## config.mk

```make
export PLATFORM = sky130hd
export DESIGN_NAME = async_tx_serializer
export DESIGN_NICKNAME = d
export VERILOG_FILES = /design/src/rtl/async_tx_pkg.sv /design/src/rtl/txc_tick_gen.sv /design/src/rtl/tx_hold_reg.sv /design/src/rtl/tx_frame_shifter.sv /design/src/rtl/async_tx_serializer.sv
export SDC_FILE = /design/constraint.sdc
export NUM_CORES = 1
export LEC_CHECK = 0
export ABC_CLOCK_PERIOD_IN_PS = 4850
export BUFFER_PORTS_ARGS = -buffer_cell sky130_fd_sc_hd__buf_2
export CAP_MARGIN = 5
export CORE_ASPECT_RATIO = 1.4
export CORE_MARGIN = 4
export CORE_UTILIZATION = 40
export CTS_CLUSTER_DIAMETER = 150
export DETAILED_ROUTE_END_ITERATION = 8
export HOLD_SLACK_MARGIN = 0.12
export SLEW_MARGIN = 20
export SYNTH_ARGS = -nofsm -noshare
export SYNTH_HDL_FRONTEND = slang
export SYNTH_HIERARCHICAL = 1
export SYNTH_SLANG_ARGS = --single-unit
```

## constraint.sdc

```tcl
create_clock -name clk -period 4.85 [get_ports clk]
set_input_delay 0.7275 -clock clk [delete_from_list [all_inputs] [get_ports clk]]
set_output_delay 0.7275 -clock clk [all_outputs]
set_load 0.05 [all_outputs]
```

## src/rtl/async_tx_pkg.sv

```systemverilog
package async_tx_pkg;
  localparam int DATA_W  = 8;
  localparam int MODE_W  = 8;
  localparam int MAX_DIV = 64;
  localparam int CNT_W   = $clog2(2 * MAX_DIV + 1);
  localparam int LEN_W   = $clog2(DATA_W);

  typedef enum logic [2:0] {
    SH_IDLE,
    SH_START,
    SH_DATA,
    SH_PARITY,
    SH_STOP
  } sh_state_e;

  typedef struct packed {
    logic             baud_ok;
    logic [LEN_W-1:0] nbits_m1;
    logic             par_en;
    logic             par_even;
    logic [CNT_W-1:0] bit_ticks;
    logic [CNT_W-1:0] stop_ticks;
  } frame_cfg_t;

  // Turn the packed mode word into frame timing and format.
  function automatic frame_cfg_t decode_mode(input logic [MODE_W-1:0] mw);
    frame_cfg_t       c;
    logic [CNT_W-1:0] bt;
    case (mw[1:0])
      2'b10:   bt = CNT_W'(16);
      2'b11:   bt = CNT_W'(64);
      default: bt = CNT_W'(1);
    endcase
    c.baud_ok   = (mw[1:0] != 2'b00);
    c.nbits_m1  = LEN_W'(4) + LEN_W'(mw[3:2]);
    c.par_en    = mw[4];
    c.par_even  = mw[5];
    c.bit_ticks = bt;
    case (mw[7:6])
      2'b10:   c.stop_ticks = (bt == CNT_W'(1)) ? CNT_W'(2) : bt + (bt >> 1);
      2'b11:   c.stop_ticks = bt << 1;
      default: c.stop_ticks = bt;
    endcase
    return c;
  endfunction

  // Clear data bits above the selected character length.
  function automatic logic [DATA_W-1:0] mask_data(input logic [DATA_W-1:0] d,
                                                  input logic [LEN_W-1:0] n);
    logic [DATA_W-1:0] m;
    for (int i = 0; i < DATA_W; i++) begin
      m[i] = (i <= int'(n)) ? d[i] : 1'b0;
    end
    return m;
  endfunction
endpackage

```

## src/rtl/txc_tick_gen.sv

```systemverilog
module txc_tick_gen #(
  parameter int SYNC_STAGES = 2
) (
  input  logic clk,
  input  logic rst_n,
  input  logic txc,
  output logic tick
);
  // SYNC_STAGES synchroniser flops plus one history flop for edge detection.
  logic [SYNC_STAGES:0] sync_q;

  always_ff @(posedge clk or negedge rst_n) begin
    if (!rst_n) sync_q <= '0;
    else        sync_q <= {sync_q[SYNC_STAGES-1:0], txc};
  end

  assign tick = sync_q[SYNC_STAGES-1] & ~sync_q[SYNC_STAGES];
endmodule

```

## src/rtl/tx_hold_reg.sv

```systemverilog
module tx_hold_reg
  import async_tx_pkg::*;
(
  input  logic              clk,
  input  logic              rst_n,
  input  logic              tx_enable,
  input  logic              wr_valid,
  input  logic [DATA_W-1:0] wr_data,
  input  logic              take,
  output logic              wr_ready,
  output logic              hold_full,
  output logic [DATA_W-1:0] hold_data
);
  logic accept;

  assign wr_ready = ~hold_full & tx_enable;
  assign accept   = wr_valid & wr_ready;

  always_ff @(posedge clk or negedge rst_n) begin
    if (!rst_n) begin
      hold_full <= 1'b0;
      hold_data <= '0;
    end else begin
      if (accept) begin
        hold_full <= 1'b1;
        hold_data <= wr_data;
      end else if (take) begin
        hold_full <= 1'b0;
      end
    end
  end
endmodule

```

## src/rtl/tx_frame_shifter.sv

```systemverilog
module tx_frame_shifter
  import async_tx_pkg::*;
(
  input  logic              clk,
  input  logic              rst_n,
  input  logic              tick,
  input  logic              load_ok,
  input  logic [DATA_W-1:0] hold_data,
  input  logic [MODE_W-1:0] mode_word,
  output logic              take,
  output logic              busy,
  output logic              line
);
  sh_state_e         state_q;
  logic [CNT_W-1:0]  cnt_q;
  logic [CNT_W-1:0]  bt_q;
  logic [CNT_W-1:0]  stop_q;
  logic              par_en_q;
  logic              par_q;
  logic [LEN_W-1:0]  left_q;
  logic [DATA_W-1:0] sh_q;

  frame_cfg_t        cfg_now;
  logic [DATA_W-1:0] data_m;
  logic              cnt_zero;
  logic              slot_free;

  assign cfg_now   = decode_mode(mode_word);
  assign data_m    = mask_data(hold_data, cfg_now.nbits_m1);
  assign cnt_zero  = (cnt_q == '0);
  assign slot_free = (state_q == SH_IDLE) || (state_q == SH_STOP && cnt_zero);
  assign take      = tick & load_ok & cfg_now.baud_ok & slot_free;
  assign busy      = (state_q != SH_IDLE);

  always_comb begin
    case (state_q)
      SH_START:  line = 1'b0;
      SH_DATA:   line = sh_q[0];
      SH_PARITY: line = par_q;
      default:   line = 1'b1;
    endcase
  end

  always_ff @(posedge clk or negedge rst_n) begin
    if (!rst_n) begin
      state_q  <= SH_IDLE;
      cnt_q    <= '0;
      bt_q     <= CNT_W'(1);
      stop_q   <= CNT_W'(1);
      par_en_q <= 1'b0;
      par_q    <= 1'b0;
      left_q   <= '0;
      sh_q     <= '0;
    end else if (take) begin
      state_q  <= SH_START;
      cnt_q    <= cfg_now.bit_ticks - 1'b1;
      bt_q     <= cfg_now.bit_ticks;
      stop_q   <= cfg_now.stop_ticks;
      par_en_q <= cfg_now.par_en;
      par_q    <= cfg_now.par_even ? ^data_m : ~^data_m;
      left_q   <= cfg_now.nbits_m1;
      sh_q     <= data_m;
    end else if (tick) begin
      case (state_q)
        SH_START: begin
          if (cnt_zero) begin
            state_q <= SH_DATA;
            cnt_q   <= bt_q - 1'b1;
          end else begin
            cnt_q <= cnt_q - 1'b1;
          end
        end
        SH_DATA: begin
          if (!cnt_zero) begin
            cnt_q <= cnt_q - 1'b1;
          end else if (left_q != '0) begin
            sh_q   <= sh_q >> 1;
            left_q <= left_q - 1'b1;
            cnt_q  <= bt_q - 1'b1;
          end else if (par_en_q) begin
            state_q <= SH_PARITY;
            cnt_q   <= bt_q - 1'b1;
          end else begin
            state_q <= SH_STOP;
            cnt_q   <= stop_q - 1'b1;
          end
        end
        SH_PARITY: begin
          if (cnt_zero) begin
            state_q <= SH_STOP;
            cnt_q   <= stop_q - 1'b1;
          end else begin
            cnt_q <= cnt_q - 1'b1;
          end
        end
        SH_STOP: begin
          if (cnt_zero) state_q <= SH_IDLE;
          else          cnt_q   <= cnt_q - 1'b1;
        end
        default: ;
      endcase
    end
  end
endmodule

```

## src/rtl/async_tx_serializer.sv

```systemverilog
module async_tx_serializer
  import async_tx_pkg::*;
#(
  parameter int SYNC_STAGES = 2
) (
  input  logic              clk,
  input  logic              rst_n,
  input  logic              txc,
  input  logic [MODE_W-1:0] mode_word,
  input  logic              tx_enable,
  input  logic              send_break,
  input  logic              wr_valid,
  input  logic [DATA_W-1:0] wr_data,
  output logic              wr_ready,
  output logic              tx_empty,
  output logic              txd
);
  logic              tick;
  logic              take;
  logic              hold_full;
  logic [DATA_W-1:0] hold_data;
  logic              busy;
  logic              line;

  txc_tick_gen #(.SYNC_STAGES(SYNC_STAGES)) u_tick (
    .clk   (clk),
    .rst_n (rst_n),
    .txc   (txc),
    .tick  (tick)
  );

  tx_hold_reg u_hold (
    .clk       (clk),
    .rst_n     (rst_n),
    .tx_enable (tx_enable),
    .wr_valid  (wr_valid),
    .wr_data   (wr_data),
    .take      (take),
    .wr_ready  (wr_ready),
    .hold_full (hold_full),
    .hold_data (hold_data)
  );

  tx_frame_shifter u_shift (
    .clk       (clk),
    .rst_n     (rst_n),
    .tick      (tick),
    .load_ok   (hold_full & tx_enable),
    .hold_data (hold_data),
    .mode_word (mode_word),
    .take      (take),
    .busy      (busy),
    .line      (line)
  );

  assign tx_empty = ~hold_full & ~busy;

  // The output register keeps the line free of glitches; break overrides it.
  always_ff @(posedge clk or negedge rst_n) begin
    if (!rst_n) txd <= 1'b1;
    else        txd <= line & ~send_break;
  end
endmodule

```

Yosys cells after proc, flatten, opt, wreduce, memory -nomap -nowiden

Index checks and enable logic that the tools add are counted.
Widths: inputs -> output; s select.

Bits in registers: 53
Input port bits: 22
Word-level logic and storage cells: 114

Order comparisons: 7
Multiplexer cells: 42
$add $sub $neg: 7
Equal/unequal tests: 15
Reductions and logical operators: 18
Bitwise logic cells: 13

Operators by type and width:

| cell                | number |
|---|---|
| $mux 8              | 14 |
| $mux 3              | 13 |
| $pmux 8 s4          | 1 |
| $sub 8x1->8 const B | 4 |
| $pmux 8 s2          | 1 |
| $pmux 7 s2          | 1 |
| $le 3x3->1 const A  | 4 |
| $ne 3x2->1 const B  | 4 |
| $pmux 3 s4          | 1 |
| $reduce_bool 2->1   | 6 |
| $mux 1              | 10 |
| $and 1x1->1         | 9 |
| $add 7x6->8         | 1 |
| $eq 2x2->1 const B  | 4 |
| $logic_not 8->1     | 1 |
| $reduce_xnor 8->1   | 1 |
| $reduce_xor 8->1    | 1 |
| $eq 7x1->1 const B  | 1 |
| $reduce_and 7->1    | 1 |
| $eq 3x2->1 const B  | 2 |
| $le 2x3->1 const A  | 2 |
| $ne 3x3->1 const B  | 2 |
| $reduce_bool 3->1   | 2 |
| $reduce_bool 5->1   | 1 |
| other kinds (12)    | 15 |

Logic depth before layout (Yosys ltp)

Depth in word-level cells: 7
Depth in mapped cells: 11
Mapped depth without buffers: 8

By module

Netlist, hierarchy kept.

By module, submodules not included:

| module              | area each (um2) | instances | seq. area each (um2) | cells each |
|---|---|---|---|---|
| tx_frame_shifter    | 2328.5          | 1         | 853.3                | 251 |
| tx_hold_reg         | 352.8           | 1         | 225.2                | 21 |
| txc_tick_gen        | 88.8            | 1         | 75.1                 | 4 |
| async_tx_serializer | 42.5            | 1         | 26.3                 | 4 |

Worst setup path before layout

OpenSTA, ideal clock, no wires.

Path type: input-to-reg
Start: input port tx_enable
End: register u_shift.left_q[1]
Setup slack: 2452 ps
Stages on the path: 9
Arrival time: 2274 ps
Required time: 4725 ps
Cells stage by stage: and2_1 > o211ai_1 > or3_1 > a21o_1 > buf_2 > clkinv_2 > o21a_1 > buf_6 > mux2_2

Longest elaborated chain between the ends: 6
Elaborated cells between the ends (all ways): 10
Classes of those cells: mux: 1; bitwise: 4; reduce/logical: 5

RTL lines:

| element                            | line                      | source |
|---|---|---|
| start: declaration                 | async_tx_serializer.sv:10 | `input logic tx_enable,` |
| $and 1x1->1 *                      | async_tx_serializer.sv:48 | `.load_ok (hold_full & tx_enable),` |
| $and 1x1->1 * (3 in series)        | tx_frame_shifter.sv:32    | `assign take = tick & load_ok & cfg_now.baud_ok & slot_free;` |
| $reduce_bool 2->1 (no source line) | n/a                       |  |
| $reduce_and 4->1 (no source line)  | n/a                       |  |
| end signal: assignment             | tx_frame_shifter.sv:61    | `left_q <= cfg_now.nbits_m1;` |
| end signal: assignment             | tx_frame_shifter.sv:78    | `left_q <= left_q - 1'b1;` |
| end: declaration                   | tx_frame_shifter.sv:20    | `logic [LEN_W-1:0] left_q;` |

Every way passes the cells marked *; elsewhere a longest branch is shown, timed or not.
A chain may end at the register's enable or synchronous reset.

Final worst setup path

Start: register u_shift.cnt_q[0]
End: register u_shift.left_q[1]

Longest elaborated chain between the ends: 6
Elaborated cells between the ends (all ways): 10
Classes of those cells: mux: 1; bitwise: 1; reduce/logical: 8

RTL lines:

| element                            | line                      | source |
|---|---|---|
| start: declaration                 | tx_frame_shifter.sv:15    | `logic [CNT_W-1:0] cnt_q;` |
| start signal: assignment           | tx_frame_shifter.sv:56    | `cnt_q <= cfg_now.bit_ticks - 1'b1;` |
| start signal: assignment           | tx_frame_shifter.sv:68    | `cnt_q <= bt_q - 1'b1;` |
| start signal: assignment           | tx_frame_shifter.sv:70    | `cnt_q <= cnt_q - 1'b1;` |
| $logic_not 8->1 *                  | tx_frame_shifter.sv:30    | `assign cnt_zero = (cnt_q == '0);` |
| $logic_and 1x1->1 *                | tx_frame_shifter.sv:31    | `assign slot_free = (state_q == SH_IDLE) \|\| (state_q == SH_STOP && cnt_zero);` |
| $logic_or 1x1->1 *                 | tx_frame_shifter.sv:31    |  |
| $and 1x1->1 *                      | tx_frame_shifter.sv:32    |  |
| net take                           | async_tx_serializer.sv:19 | `logic take;` |
| $reduce_bool 2->1 (no source line) | n/a                       |  |
| $reduce_and 4->1 (no source line)  | n/a                       |  |

Mark *: on every way through the listed nets, which the timed path passes. The rest lies on a longest branch.

==> metrics <==
status=complete, no violations; FF+latch count, synth=47; Cell variety after synth=63; dpl hpwl=4460 um; fin crit share=70.9%; Syn Std Cell Area=0.00281 sq mm; Post-synth ARST share=100%; CP endpoint=u_shift/left_q[1]; yosys warns=6; DIE AREA=0.00846 sq mm; Final #Nets=329; htree depth=2; crit path from=u_shift/cnt_q[0]; Arr. time, crit path=3.63 ns; slew margin rel.=about two fifths; share of the synthesized area in the top cell type=39.1%; Routed Antenna Nets=0; syn_area_per_cell=10.0 sq um; peak fanout along the critical path=25; synth cell count leaders=dfrtp_1, nand2_1, inv_1, nor2_1, o21ai_1; Post-synth EDFFs=0; drt first pass iters=5; row count=35; Routability Congestion=around 0.9; critical path data required time=a little over 5 ns; Fill cells=647; r2r startpoint=u_shift/cnt_q[0]; hold crit path type=flop to flop; Num CTS Buffers=5; Max Clk Rate=roughly 290 MHz; die width=78.9 um; slowest CP cell=a21o_1; global route overflow=0; I/O Pins=25; CTS tree=done; Leak=0.00138 uW; vias=about 2200; All-Layer GR Usage=roughly 15%; Ant. Diodes=0; Root Buffer=clkbuf_8; Final setup violation count=0; R2R cell count=8; worst vdd ir=0.000364 V; Seq/Total Area, Yosys=approximately two fifths; vias in the first global route=2114; CP Cell Sequence=inv_1 -> ha_1 -> nor4b_1 -> nand2_1 -> a21o_1 -> clkinv_2 -> o21a_1 -> mux2_2; initial antenna violation count=0; Syn Nets=308; post-layout minimum cycle time=3.44 ns; critical path class=flop to flop; R2R setup slack=between 1 and 1.5 ns; CTS clock-pin slew for the worst setup and hold paths=0.09 ns; Finished Cell Area=0.00308 sq mm; die extent in y=between 100 and 150 um; area post-placement=0.00299 sq mm; Core Region=0.00670 sq mm; clk_skew=0.0103 ns; WL per Instance=~15 um; post-CTS resize count=0; critical path endpoint category=flop; setup TNS=0 ns; first-pass GRT wire length=just over 10000 um; Pwr Total=1670 uW; setup bufs post-CTS=0; initial core utilization=42.0%; RSZ-0062 raised after global routing=no; Final Max Slew Viols=0; IO Port Bufs=24; clk buf depth=2; Hold Vio Cnt, Final=0; DRC errors left=0; most common cell in the netlist=dfrtp_1; Worst-Margin Slew=0.878 ns; R2R Path End=u_shift/left_q[1]; synth top area cells=dfrtp_1, mux2_1, mux2_2; Max Cap Violations=0; area leader, netlist=dfrtp_1; pwr/cell area=543 mW/mm^2; Final Routed Wirelength=~6100 um; pin count of the biggest net entering global routing=48; synthesized instance count=280; max incr delay on CP=between 0.5 and 0.6 ns; hold slack=between 0.3 and 0.4 ns; Clk Latency, worst-skew pair=0.31 ns; Hold Buf Count CTS=0; CP Launch Type=flop; Syn-to-layout area delta=9.43%; DRT iter0 DRCs=192; share of layout cells above drive strength 1=19.2%; routed vias/inst=between 5 and 6; prevailing post-synth register cell=dfrtp_1; CTS sink cnt=47
[critical path, delay by kind of cell, from the launching register on]
kind	cells	cell delay (ns)
DFF	1	0.41
muxes	1	0.38
buffers and inverters	2	0.50
adders and majority gates	1	0.22
and+or+nand+nor	2	0.83
AOI/OAI and AO/OA	2	0.98
[per-layer routing]
metal	up-vias	track usage, %	routed length (um)
li1	1055	-	-
met4	0	5.90	156
met3	15	2.44	287
met5	-	0	0
met1	1036	19.6	2670
met2	68	25.1	2940
[state kept, by name, summed over array words and instances, names as in the netlist, 3 cells and up]
| name | flops |
|---|---|
| u_hold/hold_data | 8 |
| u_shift/bt_q | 3 |
| u_shift/cnt_q | 8 |
| u_shift/left_q | 3 |
| u_shift/sh_q | 8 |
| u_shift/state_q | 3 |
| u_shift/stop_q | 7 |
| u_tick/sync_q | 3 |
[stage by stage]
stage / utilization (%) / std cells / setup WS (ns)
after floorplan: - / 280 / 2.45
after global placement: 44.6 / 386 / 1.46
after detailed placement: 44.6 / 386 / 1.39
after CTS: 45.9 / 394 / 1.42
after global routing: 45.9 / 394 / 1.09
final: 45.9 / 394 / 1.41
[cell usage in the layout (no fill, tap or decap), types with 2 or more instances in the layout]
cell	netlist	final
ha_1	6	6
a22oi_1	4	4
a311o_1	2	2
or4_1	2	2
nor2_1	16	16
mux2_2	11	11
o22ai_1	3	3
a211oi_1	2	2
or3_1	5	5
nor3b_1	3	3
mux2i_1	8	8
o41ai_1	2	2
nor4_1	2	2
a21o_1	2	2
inv_6	0	2
nand3_1	7	7
o32ai_1	2	2
o21ai_1	14	14
o21bai_1	2	2
dfstp_2	3	3
clkinv_2	1	2
xnor2_1	12	12
o211ai_1	3	3
o21ai_0	3	3
nand2_1	20	20
nor2b_1	5	5
clkbuf_8	0	5
nor3_1	8	8
mux2_1	11	11
nand2b_1	3	3
a31oi_1	2	2
buf_2	1	24
xor2_1	5	5
a21oi_1	9	9
o21a_1	4	4
inv_1	17	17
dfrtp_1	44	44
nor4b_1	2	2
[cells by family (layout without fill, tap and decap cells)]
| group | after synthesis | after routing | share of synthesized area (%) |
|---|---|---|---|
| AOI/OAI and AO/OA | 65 | 65 | 16.2 |
| xor gates and xnor gates | 17 | 17 | 5.29 |
| adders and majority gates | 6 | 6 | 2.67 |
| buffers and inverters | 29 | 51 | 4.89 |
| DFF | 47 | 47 | 41.9 |
| muxes | 30 | 30 | 11.7 |
| and+or+nand+nor | 86 | 86 | 17.3 |
[how the worst min path moves through the flow]
stage | from | endpoint | slack, ns | cells past startpoint
after global placement | u_tick/sync_q[0] | u_tick/sync_q[1] | 0.36 | 0
after CTS | u_tick/sync_q[0] | u_tick/sync_q[1] | 0.37 | 0
after floorplan | u_tick/sync_q[0] | u_tick/sync_q[1] | 0.33 | 0
final | u_tick/sync_q[0] | u_tick/sync_q[1] | 0.37 | 0
after global routing | u_tick/sync_q[0] | u_tick/sync_q[1] | 0.39 | 0
after detailed placement | u_tick/sync_q[0] | u_tick/sync_q[1] | 0.34 | 0
[cell type report]
class / count / area [sq um] / area share, %
Clock inverter: 3 / 22.5 / 0.732
Clock buffer: 5 / 68.8 / 2.24
Tap cell: 92 / 115 / 3.74
Sequential cell: 47 / 1180 / 38.3
Multi-Input combinational cell: 204 / 1500 / 48.6
Timing Repair Buffer: 25 / 128 / 4.15
Inverter: 18 / 68.8 / 2.24
[power by group]
| part | switching, uW | internal [uW] | total, uW | leakage, uW |
|---|---|---|---|---|
| logic | 402 | 356 | 759 | 0.000745 |
| registers | 142 | 522 | 664 | 0.000585 |
| clock network | 144 | 104 | 248 | 0.0000489 |
No activity file was read; power rests on OpenSTA's default activity.
